`config.mk`:
```
export PLATFORM = sky130hd
export DESIGN_NAME = async_rx
export DESIGN_NICKNAME = d
export VERILOG_FILES = /design/src/rtl/async_rx_pkg.sv /design/src/rtl/async_rx_sync.sv /design/src/rtl/async_rx_fsm.sv /design/src/rtl/async_rx_buffer.sv /design/src/rtl/async_rx.sv
export SDC_FILE = /design/constraint.sdc
export NUM_CORES = 1
export LEC_CHECK = 0
export BUFFER_PORTS_ARGS = -buffer_cell sky130_fd_sc_hd__buf_2
export CORE_ASPECT_RATIO = 1.25
export CORE_MARGIN = 2
export CORE_UTILIZATION = 50
export DETAILED_ROUTE_END_ITERATION = 16
export PLACE_DENSITY_LB_ADDON = 0.2
export SYNTH_ARGS = -nofsm -noshare
export SYNTH_HDL_FRONTEND = slang
export SYNTH_SLANG_ARGS = --single-unit
```
`constraint.sdc`:
```
create_clock -name clk -period 2.06 [get_ports clk]
set_input_delay 0.103 -clock clk [delete_from_list [all_inputs] [get_ports clk]]
set_output_delay 0.103 -clock clk [all_outputs]
set_load 0.01 [all_outputs]
```
`src/rtl/async_rx_pkg.sv`:
```
package async_rx_pkg;

    typedef enum logic [2:0] {
        ST_IDLE,
        ST_START,
        ST_DATA,
        ST_PARITY,
        ST_STOP
    } rx_state_t;

    localparam int unsigned OVERSAMPLE = 16;
    localparam int unsigned MAX_WORD   = 8;

endpackage

```
`src/rtl/async_rx_sync.sv`:
```
module async_rx_sync #(
    parameter int unsigned STAGES = 2
) (
    input  logic clk,
    input  logic rst_n,
    input  logic din,
    output logic dout
);

    logic [STAGES-1:0] chain;

    generate
        for (genvar i = 0; i < STAGES; i++) begin : g_stage
            if (i == 0) begin : g_first
                always_ff @(posedge clk or negedge rst_n) begin
                    if (!rst_n) chain[i] <= 1'b1;
                    else        chain[i] <= din;
                end
            end else begin : g_next
                always_ff @(posedge clk or negedge rst_n) begin
                    if (!rst_n) chain[i] <= 1'b1;
                    else        chain[i] <= chain[i-1];
                end
            end
        end
    endgenerate

    assign dout = chain[STAGES-1];

endmodule

```
`src/rtl/async_rx_fsm.sv`:
```
module async_rx_fsm
    import async_rx_pkg::*;
#(
    parameter int unsigned OSR    = OVERSAMPLE,
    parameter int unsigned DATA_W = MAX_WORD
) (
    input  logic              clk,
    input  logic              rst_n,
    input  logic              tick,
    input  logic              rxs,
    input  logic [1:0]        word_sel,
    input  logic              parity_on,
    input  logic              parity_even,
    output logic              frame_done,
    output logic [DATA_W-1:0] frame_data,
    output logic              frame_perr,
    output logic              frame_ferr,
    output logic              frame_brk
);

    localparam int unsigned CW   = $clog2(OSR);
    localparam int unsigned IW   = $clog2(DATA_W);
    localparam int unsigned HALF = OSR / 2;
    localparam logic [CW-1:0] CNT_HALF = CW'(HALF - 1);
    localparam logic [CW-1:0] CNT_FULL = CW'(OSR - 1);
    localparam logic [IW-1:0] IDX_BASE = IW'(DATA_W - 4);

    rx_state_t state, state_nx;

    logic [CW-1:0]     cnt;
    logic [IW-1:0]     bit_idx;
    logic [IW-1:0]     last_idx;
    logic [DATA_W-1:0] shreg;
    logic              par_acc;
    logic              all_low;
    logic              rx_prev;
    logic              start_edge;
    logic              half_pt;
    logic              sample_pt;

    assign last_idx   = IDX_BASE + IW'(word_sel);
    assign start_edge = tick && rx_prev && !rxs;
    assign half_pt    = tick && (cnt == CNT_HALF);
    assign sample_pt  = tick && (cnt == CNT_FULL);

    // state register
    always_ff @(posedge clk or negedge rst_n) begin
        if (!rst_n) state <= ST_IDLE;
        else        state <= state_nx;
    end

    // next-state logic
    always_comb begin
        state_nx = state;
        unique case (state)
            ST_IDLE: begin
                if (start_edge) state_nx = ST_START;
            end
            ST_START: begin
                if (half_pt) state_nx = rxs ? ST_IDLE : ST_DATA;
            end
            ST_DATA: begin
                if (sample_pt && (bit_idx == last_idx))
                    state_nx = parity_on ? ST_PARITY : ST_STOP;
            end
            ST_PARITY: begin
                if (sample_pt) state_nx = ST_STOP;
            end
            ST_STOP: begin
                if (sample_pt) state_nx = ST_IDLE;
            end
            default: state_nx = ST_IDLE;
        endcase
    end

    // datapath and outputs
    always_ff @(posedge clk or negedge rst_n) begin
        if (!rst_n) begin
            cnt        <= '0;
            bit_idx    <= '0;
            shreg      <= '0;
            par_acc    <= 1'b0;
            all_low    <= 1'b1;
            rx_prev    <= 1'b1;
            frame_done <= 1'b0;
            frame_data <= '0;
            frame_perr <= 1'b0;
            frame_ferr <= 1'b0;
            frame_brk  <= 1'b0;
        end else begin
            frame_done <= 1'b0;
            if (tick) rx_prev <= rxs;

            unique case (state)
                ST_IDLE: begin
                    cnt <= '0;
                    if (start_edge) begin
                        bit_idx <= '0;
                        shreg   <= '0;
                        par_acc <= 1'b0;
                        all_low <= 1'b1;
                    end
                end
                ST_START: begin
                    if (half_pt)   cnt <= '0;
                    else if (tick) cnt <= cnt + 1'b1;
                end
                ST_DATA: begin
                    if (sample_pt) begin
                        cnt            <= '0;
                        shreg[bit_idx] <= rxs;
                        par_acc        <= par_acc ^ rxs;
                        all_low        <= all_low & ~rxs;
                        bit_idx        <= bit_idx + 1'b1;
                    end else if (tick) begin
                        cnt <= cnt + 1'b1;
                    end
                end
                ST_PARITY: begin
                    if (sample_pt) begin
                        cnt     <= '0;
                        par_acc <= par_acc ^ rxs;
                        all_low <= all_low & ~rxs;
                    end else if (tick) begin
                        cnt <= cnt + 1'b1;
                    end
                end
                ST_STOP: begin
                    if (sample_pt) begin
                        cnt        <= '0;
                        frame_done <= 1'b1;
                        frame_data <= shreg;
                        frame_perr <= parity_on & (par_acc ^ ~parity_even);
                        frame_ferr <= ~rxs;
                        frame_brk  <= all_low & ~rxs;
                    end else if (tick) begin
                        cnt <= cnt + 1'b1;
                    end
                end
                default: cnt <= '0;
            endcase
        end
    end

endmodule

```
`src/rtl/async_rx_buffer.sv`:
```
module async_rx_buffer #(
    parameter int unsigned DATA_W = 8
) (
    input  logic              clk,
    input  logic              rst_n,
    input  logic              frame_done,
    input  logic [DATA_W-1:0] frame_data,
    input  logic              frame_perr,
    input  logic              frame_ferr,
    input  logic              frame_brk,
    input  logic              buf_rd,
    output logic [DATA_W-1:0] rx_data,
    output logic              data_ready,
    output logic              overrun_err,
    output logic              parity_err,
    output logic              framing_err,
    output logic              break_det
);

    always_ff @(posedge clk or negedge rst_n) begin
        if (!rst_n) begin
            rx_data     <= '0;
            data_ready  <= 1'b0;
            overrun_err <= 1'b0;
            parity_err  <= 1'b0;
            framing_err <= 1'b0;
            break_det   <= 1'b0;
        end else if (frame_done) begin
            rx_data     <= frame_data;
            parity_err  <= frame_perr;
            framing_err <= frame_ferr;
            break_det   <= frame_brk;
            data_ready  <= 1'b1;
            overrun_err <= (overrun_err | data_ready) & ~buf_rd;
        end else if (buf_rd) begin
            data_ready  <= 1'b0;
            overrun_err <= 1'b0;
        end
    end

endmodule

```
`src/rtl/async_rx.sv`:
```
module async_rx
    import async_rx_pkg::*;
#(
    parameter int unsigned OSR       = OVERSAMPLE,
    parameter int unsigned DATA_W    = MAX_WORD,
    parameter int unsigned SYNC_STGS = 2
) (
    input  logic              clk,
    input  logic              rst_n,
    input  logic              tick16,
    input  logic              rx_serial,
    input  logic [1:0]        word_sel,
    input  logic              parity_on,
    input  logic              parity_even,
    input  logic              buf_rd,
    output logic [DATA_W-1:0] rx_data,
    output logic              data_ready,
    output logic              overrun_err,
    output logic              parity_err,
    output logic              framing_err,
    output logic              break_det
);

    logic              rx_sync;
    logic              frame_done;
    logic [DATA_W-1:0] frame_data;
    logic              frame_perr;
    logic              frame_ferr;
    logic              frame_brk;

    async_rx_sync #(.STAGES(SYNC_STGS)) u_sync (
        .clk   (clk),
        .rst_n (rst_n),
        .din   (rx_serial),
        .dout  (rx_sync)
    );

    async_rx_fsm #(.OSR(OSR), .DATA_W(DATA_W)) u_fsm (
        .clk         (clk),
        .rst_n       (rst_n),
        .tick        (tick16),
        .rxs         (rx_sync),
        .word_sel    (word_sel),
        .parity_on   (parity_on),
        .parity_even (parity_even),
        .frame_done  (frame_done),
        .frame_data  (frame_data),
        .frame_perr  (frame_perr),
        .frame_ferr  (frame_ferr),
        .frame_brk   (frame_brk)
    );

    async_rx_buffer #(.DATA_W(DATA_W)) u_buf (
        .clk         (clk),
        .rst_n       (rst_n),
        .frame_done  (frame_done),
        .frame_data  (frame_data),
        .frame_perr  (frame_perr),
        .frame_ferr  (frame_ferr),
        .frame_brk   (frame_brk),
        .buf_rd      (buf_rd),
        .rx_data     (rx_data),
        .data_ready  (data_ready),
        .overrun_err (overrun_err),
        .parity_err  (parity_err),
        .framing_err (framing_err),
        .break_det   (break_det)
    );

endmodule

```
==> results.py <==
metrics = {
    "status": {
        "status": "finished clean",
    },
    "flow_run": {
        "drv_cap": 0,
    },
    "critical_path": {
        "slowest_stage": "a2bb2oi_2",
        "reg2regPathDepth": 5,
        "endpoint_kind": "flip-flop",
        "arrival_ps": 2050,
        "critical-path-max-stage-delay_ps": 560,
        "cp_max_fo": 14,
        "crit_required_ps": 2240,
        "cp-start-kind": "flip-flop",
        "crit_path_cell_trace": "ha_1, and4_1, a2bb2oi_2, nor3_1, mux2i_1",
        "crit_type": "flip-flop to flip-flop",
    },
    "drt": {
        "drcViolationCount": 0,
        "finalWirelength_um": 4060,
        "avgRoutedWirePerCell_um": 14.8,
        "via_per_inst": 5.60,
        "dr.first_iter.drc_count": 41,
        "ant_nets": 0,
        "dr.pass1.iters": 4,
        "vias": 1534,
    },
    "logic_synthesis": {
        "synth_fa_ha_area_share_pct": 1.13,
        "syn-cell-area_um2": 2220,
        "syn_area_per_cell_um2": 11.5,
        "seq_area_frac_synth_pct": 54.2,
        "synth.area.top_cells": "dfrtp_1, mux2_2, dfstp_2, mux2_1, nand2_1",
        "ys_types": 46,
        "yosysWarnings": 0,
        "synth_compound_area_share_pct": 12.8,
        "syn_inst": 194,
        "synth_largest_area_cell": "dfrtp_1",
        "syn-num-nets": 205,
        "synth.area.mux_share_pct": 11.0,
        "synth_top_area_share_pct": 49.5,
        "ys.flop_type": "dfrtp_1",
        "synth_top_family_by_area": "compound AO/OA/AOI/OAI gates",
        "synth_xor_area_share_pct": 3.94,
        "synth_edf_count": 0,
        "yosys.area_share.simple_pct": 12.0,
        "synthArstFlopShare_pct": 100,
        "ys_seq_elements": 48,
    },
    "floorplan": {
        "num_io_pins": 22,
        "rows": 27,
        "die-area_um2": 5000,
        "design.core.area_um2": 4360,
        "die_h_um": 78.6,
        "start_util_pct": 51.0,
        "die_w_um": 63.6,
    },
    "power": {
        "seq_power_share_pct": 50.3,
        "power_density_nw_per_um2": 896,
        "total_power_w": 0.00222,
        "total_leakage_power_nw": 1.18,
        "p_clk_share_pct": 26.4,
        "ir_drop_mv": 0.560,
        "p_sw_w": 0.000693,
        "p_sw_share_pct": 31.3,
        "combPwrFrac_pct": 23.4,
        "p_int_w": 0.00152,
    },
    "clock_tree": {
        "root_buffer": "clkbuf_8",
        "cts-resized-gates": 0,
        "clk_pin_slew_ps": 90,
        "cts_num_sinks": 48,
        "worstSkewPairLatency_ps": 300,
        "cts_tree": "yes",
        "htreeDepth": 2,
        "postCtsSetupBuffers": 0,
        "ctsHoldBuffers": 3,
        "clockBufferDepth": 2,
        "numCtsBuffers": 5,
    },
    "layout": {
        "drive_gt1_share_pct": 25.0,
        "final_cells": 274,
        "diodes": 0,
        "finish.utilization_pct": 56.7,
        "area_growth_pct": 11.2,
        "finalNetCount": 226,
        "nFillCells": 386,
    },
    "global_routing": {
        "grt_max_degree": 21,
        "grt_first_pass_wirelength_um": 6980,
        "grt_overflow_total": 0,
        "grt_use_total_pct": 18.0,
        "antenna_found_initial": 0,
        "grt_pass1_vias": 1502,
    },
    "min_path": {
        "worstHoldPathCells": 3,
        "hp-class": "input pin to flip-flop",
    },
    "timing": {
        "period_share_pct": 90.8,
        "finalHoldViolCount": 0,
        "finalSetupTns_ps": 0,
        "hold_ws_ps": 127,
        "rsz0062_at_grt": "no",
        "maxSlewHeadroom_pct": 57.1,
        "finalWorstPathRequiredPeriod_ps": 1870,
        "drv_slew": 0,
        "worst_pin_slew_ps": 643,
        "skew_ps": 6.94,
        "fmax_mhz": 535,
        "finalSetupViolations": 0,
    },
    "placed_design": {
        "placed_cells": 263,
        "place_congestion": 0.944,
        "port_buffers": 21,
        "dp_hpwl_um": 2990,
    },
}
[metal layers]
metal / wire [µm] / vias up / GRT usage, % / share of wire [%]
met5: 0 / - / 0 / 0
met4: 87 / 0 / 7.39 / 2.1
met3: 157 / 8 / 3.44 / 3.9
met2: 2140 / 37 / 31.5 / 53
met1: 1670 / 761 / 21.6 / 41
li1: - / 728 / - / -
[cell usage in the layout, fill, tap and decap left out, types with 2 or more instances in the layout]
cell type / netlist / layout
a21oi_1: 6 / 6
mux2_2: 12 / 12
buf_2: 5 / 21
ha_1: 2 / 2
nand2b_1: 2 / 2
dfstp_2: 4 / 4
o21ai_1: 11 / 11
o41ai_1: 2 / 2
a31oi_1: 3 / 3
mux2i_1: 2 / 2
dlygate4sd3_1: 0 / 3
o31ai_1: 5 / 5
nand2_1: 15 / 15
clkbuf_8: 0 / 6
dfrtp_1: 44 / 44
o21ai_0: 6 / 6
nor2_1: 10 / 10
mux2_1: 8 / 8
buf_4: 1 / 4
inv_1: 6 / 6
o311ai_1: 2 / 2
nor2b_1: 3 / 3
xor2_1: 4 / 4
nand3_1: 4 / 4
nand4_1: 4 / 4
xnor2_1: 6 / 6
[power by group through the flow]
| stage | clock [W] | sequential (W) | combinational, W |
|---|---|---|---|
| 2_1_floorplan | 0 | 0.00108 | 0.000439 |
| 3_3_place_gp | 0 | 0.00112 | 0.000493 |
| 3_5_place_dp | 0 | 0.00113 | 0.000514 |
| 4_1_cts | 0.000599 | 0.00111 | 0.000523 |
| 5_1_grt | 0.000640 | 0.00113 | 0.000582 |
| 6_report | 0.000584 | 0.00111 | 0.000518 |
[cell families (layout without fill, tap and decap cells)]
family | count (synthesis) | count (layout)
muxes | 22 | 22
adders and majority gates | 2 | 2
DFF | 48 | 48
and+or+nand+nor | 49 | 49
xor gates and xnor gates | 10 | 10
AOI/OAI and AO/OA | 43 | 43
buffers and inverters | 20 | 42
[synthesized netlist by cell type (3+ instances only)]
| cell type | instances |
|---|---|
| a21oi_1 | 6 |
| a31oi_1 | 3 |
| buf_2 | 5 |
| buf_6 | 3 |
| clkbuf_1 | 4 |
| dfrtp_1 | 44 |
| dfstp_2 | 4 |
| inv_1 | 6 |
| mux2_1 | 8 |
| mux2_2 | 12 |
| nand2_1 | 15 |
| nand3_1 | 4 |
| nand4_1 | 4 |
| nor2_1 | 10 |
| nor2b_1 | 3 |
| o21ai_0 | 6 |
| o21ai_1 | 11 |
| o31ai_1 | 5 |
| xnor2_1 | 6 |
| xor2_1 | 4 |
[per-stage QoR]
stage	area, µm²	worst slack, ps
finish	2470	190
global route	2470	93.0
CTS	2470	199
detailed placement	2350	222
global placement	2350	314
floorplan	2220	475
[layout make-up]
class                   count  area (µm²)  share of cell area [%]
clock inverters             2        13.8                   0.557
clock buffers               6        82.6                    3.34
well taps                  58        72.6                    2.94
inverters                   6        22.5                   0.911
flip-flops and latches     48        1210                    48.8
repair buffers             28         165                    6.68
multi-input cells         126         910                    36.8
[final timing paths]
path	slack [ps]	end	startpoint
setup / recovery	190	u_fsm.shreg[7]$_DFFE_PN0P_	u_fsm.cnt[0]$_DFF_PN0_
hold / removal	130	u_fsm.frame_perr$_DFFE_PN0P_	parity_on
setup reg to reg	190	u_fsm.shreg[7]$_DFFE_PN0P_	u_fsm.cnt[0]$_DFF_PN0_
hold reg to reg	360	u_sync.dout$_DFF_PN1_	u_sync.chain[0]$_DFF_PN1_
max in group asynchronous	1130	u_fsm.rx_prev$_DFFE_PN1P_	rst_n
min in group asynchronous	270	u_buf.rx_data[2]$_DFFE_PN0P_	rst_n
[critical path: cells and delay by family (launching register included)]
family | cells | cell delay [ps]
multiplexers | 1 | 150
AO/OA/AOI/OAI | 1 | 560
AND/OR/NAND/NOR | 2 | 390
flip-flops | 1 | 420
adder cells (fa/ha/maj) | 1 | 240
[flip-flops by register name, summed over array words and instances, names as in the netlist, 3 cells and up]
name / cells
u_fsm.state: 3
u_buf.rx_data: 8
u_fsm.frame_data: 8
u_fsm.bit_idx: 3
u_fsm.shreg: 8
u_fsm.cnt: 4
Power figures use the tool's default switching activity.
